**src/rtl/nor_page_prog.sv**
```systemverilog
module nor_page_prog #(
  parameter int PAGE_W     = 16,
  parameter int SCK_HALF   = 2,
  parameter int CS_GAP     = 6,
  parameter int POLL_SHORT = 20,
  parameter int POLL_LONG  = 100
) (
  input  logic              clk,
  input  logic              rst_n,
  input  logic              req,
  input  logic [PAGE_W-1:0] req_page,
  input  logic              erase_busy,
  input  logic              read_busy,
  input  logic              buf_we,
  input  logic [7:0]        buf_addr,
  input  logic [7:0]        buf_wdata,
  output logic              busy,
  output logic              done,
  output logic              deferred,
  output logic              buf_free,
  output logic              spi_cs_n,
  output logic              spi_sck,
  output logic              spi_mosi,
  input  logic              spi_miso
);
  localparam int PAGE_BYTES = 256;
  localparam int PP_LEN     = PAGE_BYTES + 4;
  localparam int IDX_W      = $clog2(PP_LEN + 1);
  localparam int TMR_MAX    = (POLL_LONG > POLL_SHORT) ? POLL_LONG : POLL_SHORT;
  localparam int TMR_W      = $clog2(TMR_MAX + 1);
  localparam int DIV_W      = $clog2(SCK_HALF + 1);
  localparam int GAP_W      = $clog2(CS_GAP + 1);

  typedef enum logic [2:0] {S_IDLE, S_GAP, S_WREN, S_SR1, S_PROG, S_WAIT, S_SR2, S_WRDI} st_t;
  st_t st, nxt;

  logic [7:0]        mem [PAGE_BYTES];
  logic [PAGE_W-1:0] page_q;
  logic [IDX_W-1:0]  idx, nidx, flen, moff;
  logic [2:0]        bitc;
  logic [DIV_W-1:0]  div;
  logic [GAP_W-1:0]  gcnt;
  logic [TMR_W-1:0]  tmr;
  logic [7:0]        sh, rx, tx_nxt, first;
  logic [23:0]       addr;

  assign busy     = (st != S_IDLE);
  assign spi_mosi = sh[7];
  assign addr     = 24'({page_q, 8'h00});
  assign nidx     = idx + 1'b1;
  assign moff     = nidx - IDX_W'(4);
  assign first    = (nxt == S_WREN) ? 8'h06 : (nxt == S_WRDI) ? 8'h04 :
                    (nxt == S_PROG) ? 8'h02 : 8'h05;
  assign flen     = (st == S_PROG) ? IDX_W'(PP_LEN) :
                    (st == S_SR1 || st == S_SR2) ? IDX_W'(2) : IDX_W'(1);

  always_comb begin
    tx_nxt = 8'h00;
    if (st == S_PROG) begin
      case (nidx)
        IDX_W'(1): tx_nxt = addr[23:16];
        IDX_W'(2): tx_nxt = addr[15:8];
        IDX_W'(3): tx_nxt = addr[7:0];
        default:   tx_nxt = mem[moff[7:0]];
      endcase
    end
  end

  always_ff @(posedge clk)
    if (buf_we && buf_free) mem[buf_addr] <= buf_wdata;

  always_ff @(posedge clk or negedge rst_n) begin
    if (!rst_n) begin
      st <= S_IDLE; nxt <= S_IDLE;
      spi_cs_n <= 1'b1; spi_sck <= 1'b0;
      done <= 1'b0; deferred <= 1'b0; buf_free <= 1'b1;
      page_q <= '0; idx <= '0; bitc <= '0; div <= '0;
      gcnt <= '0; tmr <= '0; sh <= '0; rx <= '0;
    end else begin
      done <= 1'b0;
      deferred <= 1'b0;
      case (st)
        S_IDLE:
          if (req) begin
            if (erase_busy) deferred <= 1'b1;
            else if (!read_busy) begin
              page_q <= req_page; buf_free <= 1'b0;
              st <= S_GAP; nxt <= S_WREN; gcnt <= GAP_W'(CS_GAP - 1);
            end
          end
        S_GAP:
          if (gcnt == '0) begin
            st <= nxt; spi_cs_n <= 1'b0;
            idx <= '0; bitc <= '0; div <= '0; sh <= first;
          end else gcnt <= gcnt - 1'b1;
        S_WAIT:
          if (tmr == '0) begin
            st <= S_GAP; nxt <= S_SR2; gcnt <= GAP_W'(CS_GAP - 1);
          end else tmr <= tmr - 1'b1;
        default:
          if (div == DIV_W'(SCK_HALF - 1)) begin
            div <= '0;
            spi_sck <= ~spi_sck;
            if (!spi_sck) rx <= {rx[6:0], spi_miso};
            else if (bitc != 3'd7) begin
              sh <= {sh[6:0], 1'b0}; bitc <= bitc + 1'b1;
            end else begin
              bitc <= '0; idx <= nidx; sh <= tx_nxt;
              if (nidx == flen) begin
                spi_cs_n <= 1'b1;
                gcnt <= GAP_W'(CS_GAP - 1);
                case (st)
                  S_WREN: begin st <= S_GAP; nxt <= S_SR1; end
                  S_SR1:  begin st <= S_GAP; nxt <= rx[1] ? S_PROG : S_SR1; end
                  S_PROG: begin
                    buf_free <= 1'b1; st <= S_WAIT;
                    tmr <= erase_busy ? TMR_W'(POLL_LONG) : TMR_W'(POLL_SHORT);
                  end
                  S_SR2:
                    if (rx[0]) begin
                      st <= S_WAIT;
                      tmr <= erase_busy ? TMR_W'(POLL_LONG) : TMR_W'(POLL_SHORT);
                    end else begin st <= S_GAP; nxt <= S_WRDI; end
                  default: begin st <= S_IDLE; done <= 1'b1; end
                endcase
              end
            end
          end else div <= div + 1'b1;
      endcase
    end
  end

  logic [7:0] hi_cnt;
  always_ff @(posedge clk or negedge rst_n)
    if (!rst_n) hi_cnt <= '0;
    else if (!spi_cs_n) hi_cnt <= '0;
    else if (hi_cnt != 8'hFF) hi_cnt <= hi_cnt + 1'b1;

  a_r5_cs_gap: assert property (@(posedge clk) disable iff (!rst_n)
    $fell(spi_cs_n) |-> hi_cnt >= 8'(CS_GAP));
  a_r6_sck_idle_low: assert property (@(posedge clk) disable iff (!rst_n)
    spi_cs_n |-> !spi_sck);
  a_r2_defer_idle: assert property (@(posedge clk) disable iff (!rst_n)
    deferred |-> !busy && spi_cs_n);
  a_r9_done_clean: assert property (@(posedge clk) disable iff (!rst_n)
    done |-> !busy && buf_free && spi_cs_n);
  a_r9_busy_ends_with_done: assert property (@(posedge clk) disable iff (!rst_n)
    $fell(busy) |-> done);
  a_r7_free_only_after_data: assert property (@(posedge clk) disable iff (!rst_n)
    $rose(buf_free) |-> busy && $rose(spi_cs_n));
endmodule

```
**config.mk**
```make
export PLATFORM = sky130hd
export DESIGN_NAME = nor_page_prog
export DESIGN_NICKNAME = d
export VERILOG_FILES = /design/src/rtl/nor_page_prog.sv
export SDC_FILE = /design/constraint.sdc
export NUM_CORES = 2
export LEC_CHECK = 0
export ABC_CLOCK_PERIOD_IN_PS = 3350
export BUFFER_PORTS_ARGS = -buffer_cell sky130_fd_sc_hd__buf_2
export CORE_MARGIN = 2
export CORE_UTILIZATION = 45
export CTS_CLUSTER_SIZE = 30
export DETAILED_ROUTE_END_ITERATION = 8
export PLACE_DENSITY = 0.66
export SYNTH_ARGS = -nofsm -noshare
export SYNTH_HDL_FRONTEND = slang
export SYNTH_SLANG_ARGS = --single-unit
```
**constraint.sdc**
```tcl
create_clock -name clk -period 3.35 [get_ports clk]
set_input_delay 0 -clock clk [delete_from_list [all_inputs] [get_ports clk]]
set_output_delay 0 -clock clk [all_outputs]
set_load 0.01 [all_outputs]
```
==> metrics.csv <==
stage;metric;value;unit
worst_setup_path;cp_max_fo;12;
yosys;synth_edf_count;2048;
yosys;ys_warn_count;0;
cts;clkTransAtPathRegs;0.07;ns
place;hpwl;142600;µm
yosys;synth_commonest_cells;edfxtp_1, mux4_2, nand2_1, nor2_1, nand3_1;
min_path;min_path_type;in -> reg;
floorplanning;die_w;433.9;µm
global_routing;grt_first_pass_wirelength;322600;µm
yosys;synth_seq_area_share;0.7580;
finish;nFillCells;13860;
timing;maxSlewViolCount;0;
finish;nNetsFinal;4975;
yosys;synth_mux_area_frac;0.1460;
floorplanning;ios;46;
place;io_buffers;45;
finish;drive_above_1_share;0.3179;
routing;drc_errors;0;
place;place_ws;-0.3702;ns
routing;postRouteAntennaNets;0;
place;place_inst;7077;
timing;finalCritPeriodShare;0.9991;
timing;tns;0;ns
routing;drt-vias-per-instance;6.058;
cts;cts_root_buf;clkbuf_16;
yosys;synth_ff_type;edfxtp_1;
yosys;synth-compound-area-share;0.03208;
yosys;synth_top_family_by_area;multiplexers;
routing;wl;229300;µm
yosys;syn_area;83150;µm²
worst_setup_path;end_kind;flop;
worst_setup_path;crit_arrival;4.12;ns
power_and_ir_drop;fin_total_pwr;0.05344;W
timing;fin_crit;3.347;ns
timing;tightest_slew;1.236;ns
routing;wire_per_inst;30.32;µm
global_routing;gr-total-overflow;0;
routing;vias;45830;
worst_setup_path;reg2reg_from;idx[0];
yosys;avgSynthCellArea;19.74;µm²
timing;maxSlewHeadroom;0.1762;
floorplanning;core;183300;µm²
cts;cts.sinks;2109;
power_and_ir_drop;p_per_area;537.9;nW/µm²
global_routing;grt_pass1_vias;44960;
timing;setup_slack;0.003089;ns
finish;fin_util;0.5420;
finish;area.growth.synth_to_final;19.47;%
routing;drt_iter0_markers;6340;
worst_setup_path;criticalPathCategory;reg -> reg;
global_routing;grt_usage;0.2398;
power_and_ir_drop;p_leak;31.78;nW
yosys;synth_top_area_cell;edfxtp_1;
timing;skew;0.06328;ns
global_routing;antenna_found_initial;3;
routing;drt-pass1-iter-count;6;
flow_run;cap_violations;0;
worst_setup_path;r2r-end;sh[2];
yosys;syn_nets;4261;
cts;cts.path.max_buffers;3;
cts;numCtsBuffers;202;
yosys;yosys.area_share.simple;0.04431;
floorplanning;die_h;433.9;µm
worst_setup_path;cp_data_required_time;4.12;ns
min_path;holdPathStages;4;
yosys;synthAdderAreaFrac;0.001505;
yosys;syn_inst;4212;
yosys;yosysMostFrequentCell;edfxtp_1;
place;gp_congestion;0.9245;
floorplanning;num_rows;157;
yosys;synth.distinct_cells;84;
min_path;hold_start;read_busy;
timing;fmax;298.8;MHz
worst_setup_path;critPathLaunchType;flop;
global_routing;grt_max_degree;149;
yosys;netlist.area_leader.share;0.7396;
run_status;status;complete, no violations;
yosys;yosys-top-cells-area;edfxtp_1, mux4_2, dfrtp_1;
timing;rsz0062_at_grt;yes;
min_path;holdPathEnd;buf_free;
worst_setup_path;reg2reg_setup_slack;0.003;ns
yosys;async_reset_ff_frac;0.02892;
floorplanning;die-area;188200;µm²
floorplanning;start_util;0.4537;
cts;cts_tree;done;
finish;final_cells;7565;
cts;clkLatencyLatePin;0.88;ns
power_and_ir_drop;ir_worst_vdd;590.1;µV
cts;h-tree-depth;4;
worst_setup_path;r2r.worst_path.cells;15;
yosys;synth_xor_area_frac;0.002754;
timing;setup-violations-final;0;
yosys;ys_seq_elements;2109;
timing;hold_violations;0;
==> per-layer routing <==
metal	routed length, µm	share of wire	up-vias	track usage
met2	108100	0.47	2546	0.3732
met3	23320	0.10	439	0.05616
met4	7790	0.034	4	0.08025
met5	62	0.00027	-	0
met1	90040	0.39	24050	0.3351
li1	-	-	18790	-
==> worst max-delay path by stage <==
stage	start	to	slack (ns)
floorplan	idx[0]	sh[5]	0.005
global placement	idx[0]	sh[0]	-0.33
detailed placement	idx[0]	sh[0]	-0.37
CTS	idx[0]	sh[1]	0.001
global route	idx[0]	sh[2]	-0.15
finish	idx[0]	sh[2]	0.003
==> what timing repair did <==
| action | CTS | global route |
|---|---|---|
| endpoints found under the setup margin | 8 | 12 |
| pin swaps | 1 | 12 |
| hold endpoints to repair | 1146 | 0 |
| setup buffers | 5 | 32 |
| gates resized for setup | 23 | 69 |
| cloned | 0 | 11 |
| hold buffers | 61 | 0 |
==> cell usage in the layout (no fill, tap or decap), types with 17 or more instances in the layout <==
master	n
nand3_1	135
nand2_1	304
a21oi_1	54
buf_4	558
a22o_1	17
o21ai_0	34
bufinv_16	21
dlygate4sd3_1	60
buf_12	68
edfxtp_1	2048
and3_1	24
o22ai_1	26
buf_2	37
nor2_1	301
mux2_2	22
dfrtp_1	57
nor3_1	27
mux4_2	517
clkinv_1	45
a31oi_1	27
mux2i_1	20
clkbuf_1	37
clkinv_2	39
o221ai_1	17
clkbuf_16	216
==> sequential cells by signal, summed over array words and instances, names as in the netlist <==
signal    flops
sh            8
mem        2048
spi_cs_n      1
tmr           7
bitc          3
spi_sck       1
gcnt          3
page_q       16
done          1
idx           9
st            3
deferred      1
rx            2
nxt           3
div           2
buf_free      1
==> metrics by stage <==
step                      hold WS (ns)  area (µm²)
after floorplan                -0.2956       83190
after global placement          0.2191       91030
after detailed placement        0.2275       91030
after CTS                      0.01449       98410
after global routing            0.1243       99320
final                          0.08903       99340
==> worst max-delay path, stage by stage, from the launching register on <==
cell and delay, ns:
dfrtp_4 0.51, inv_1 0.12, ha_4 0.22, buf_12 0.16, buf_16 0.17, buf_4 0.15, mux4_2 0.24, nand3_1 0.09
a41oi_1 0.30, buf_4 0.19, a311oi_2 0.05, buf_4 0.17, a311oi_2 0.32, buf_4 0.20, nor4_2 0.05, o41ai_1 0.23
==> kinds of logic after synthesis <==
kind of cell,count (synthesis)
buf+inv,278
xor+xnor,21
fa+ha+maj,10
flops,2109
simple gates,861
compound gates,369
mux,564
==> power by group <==
part	leakage, nW	switching, W	internal [W]
clock	3.21	0.00978	0.0129
combinational	9.39	0.00103	0.000471
sequential	19.2	0.000167	0.0291
total	31.8	0.0110	0.0425
==> cell type report <==
type | count | area (µm²) | area share
antenna | 8 | 20.02 | 0.0002015
clock buffer | 244 | 5296 | 0.05332
clock inverter | 127 | 1277 | 0.01286
inverter | 17 | 63.81 | 0.0006423
multi-input combinational | 1825 | 19290 | 0.1942
sequential | 2109 | 63030 | 0.6345
tap | 2464 | 3083 | 0.03103
timing repair buffer | 771 | 7276 | 0.07324
(Power assumes the default switching activity.)
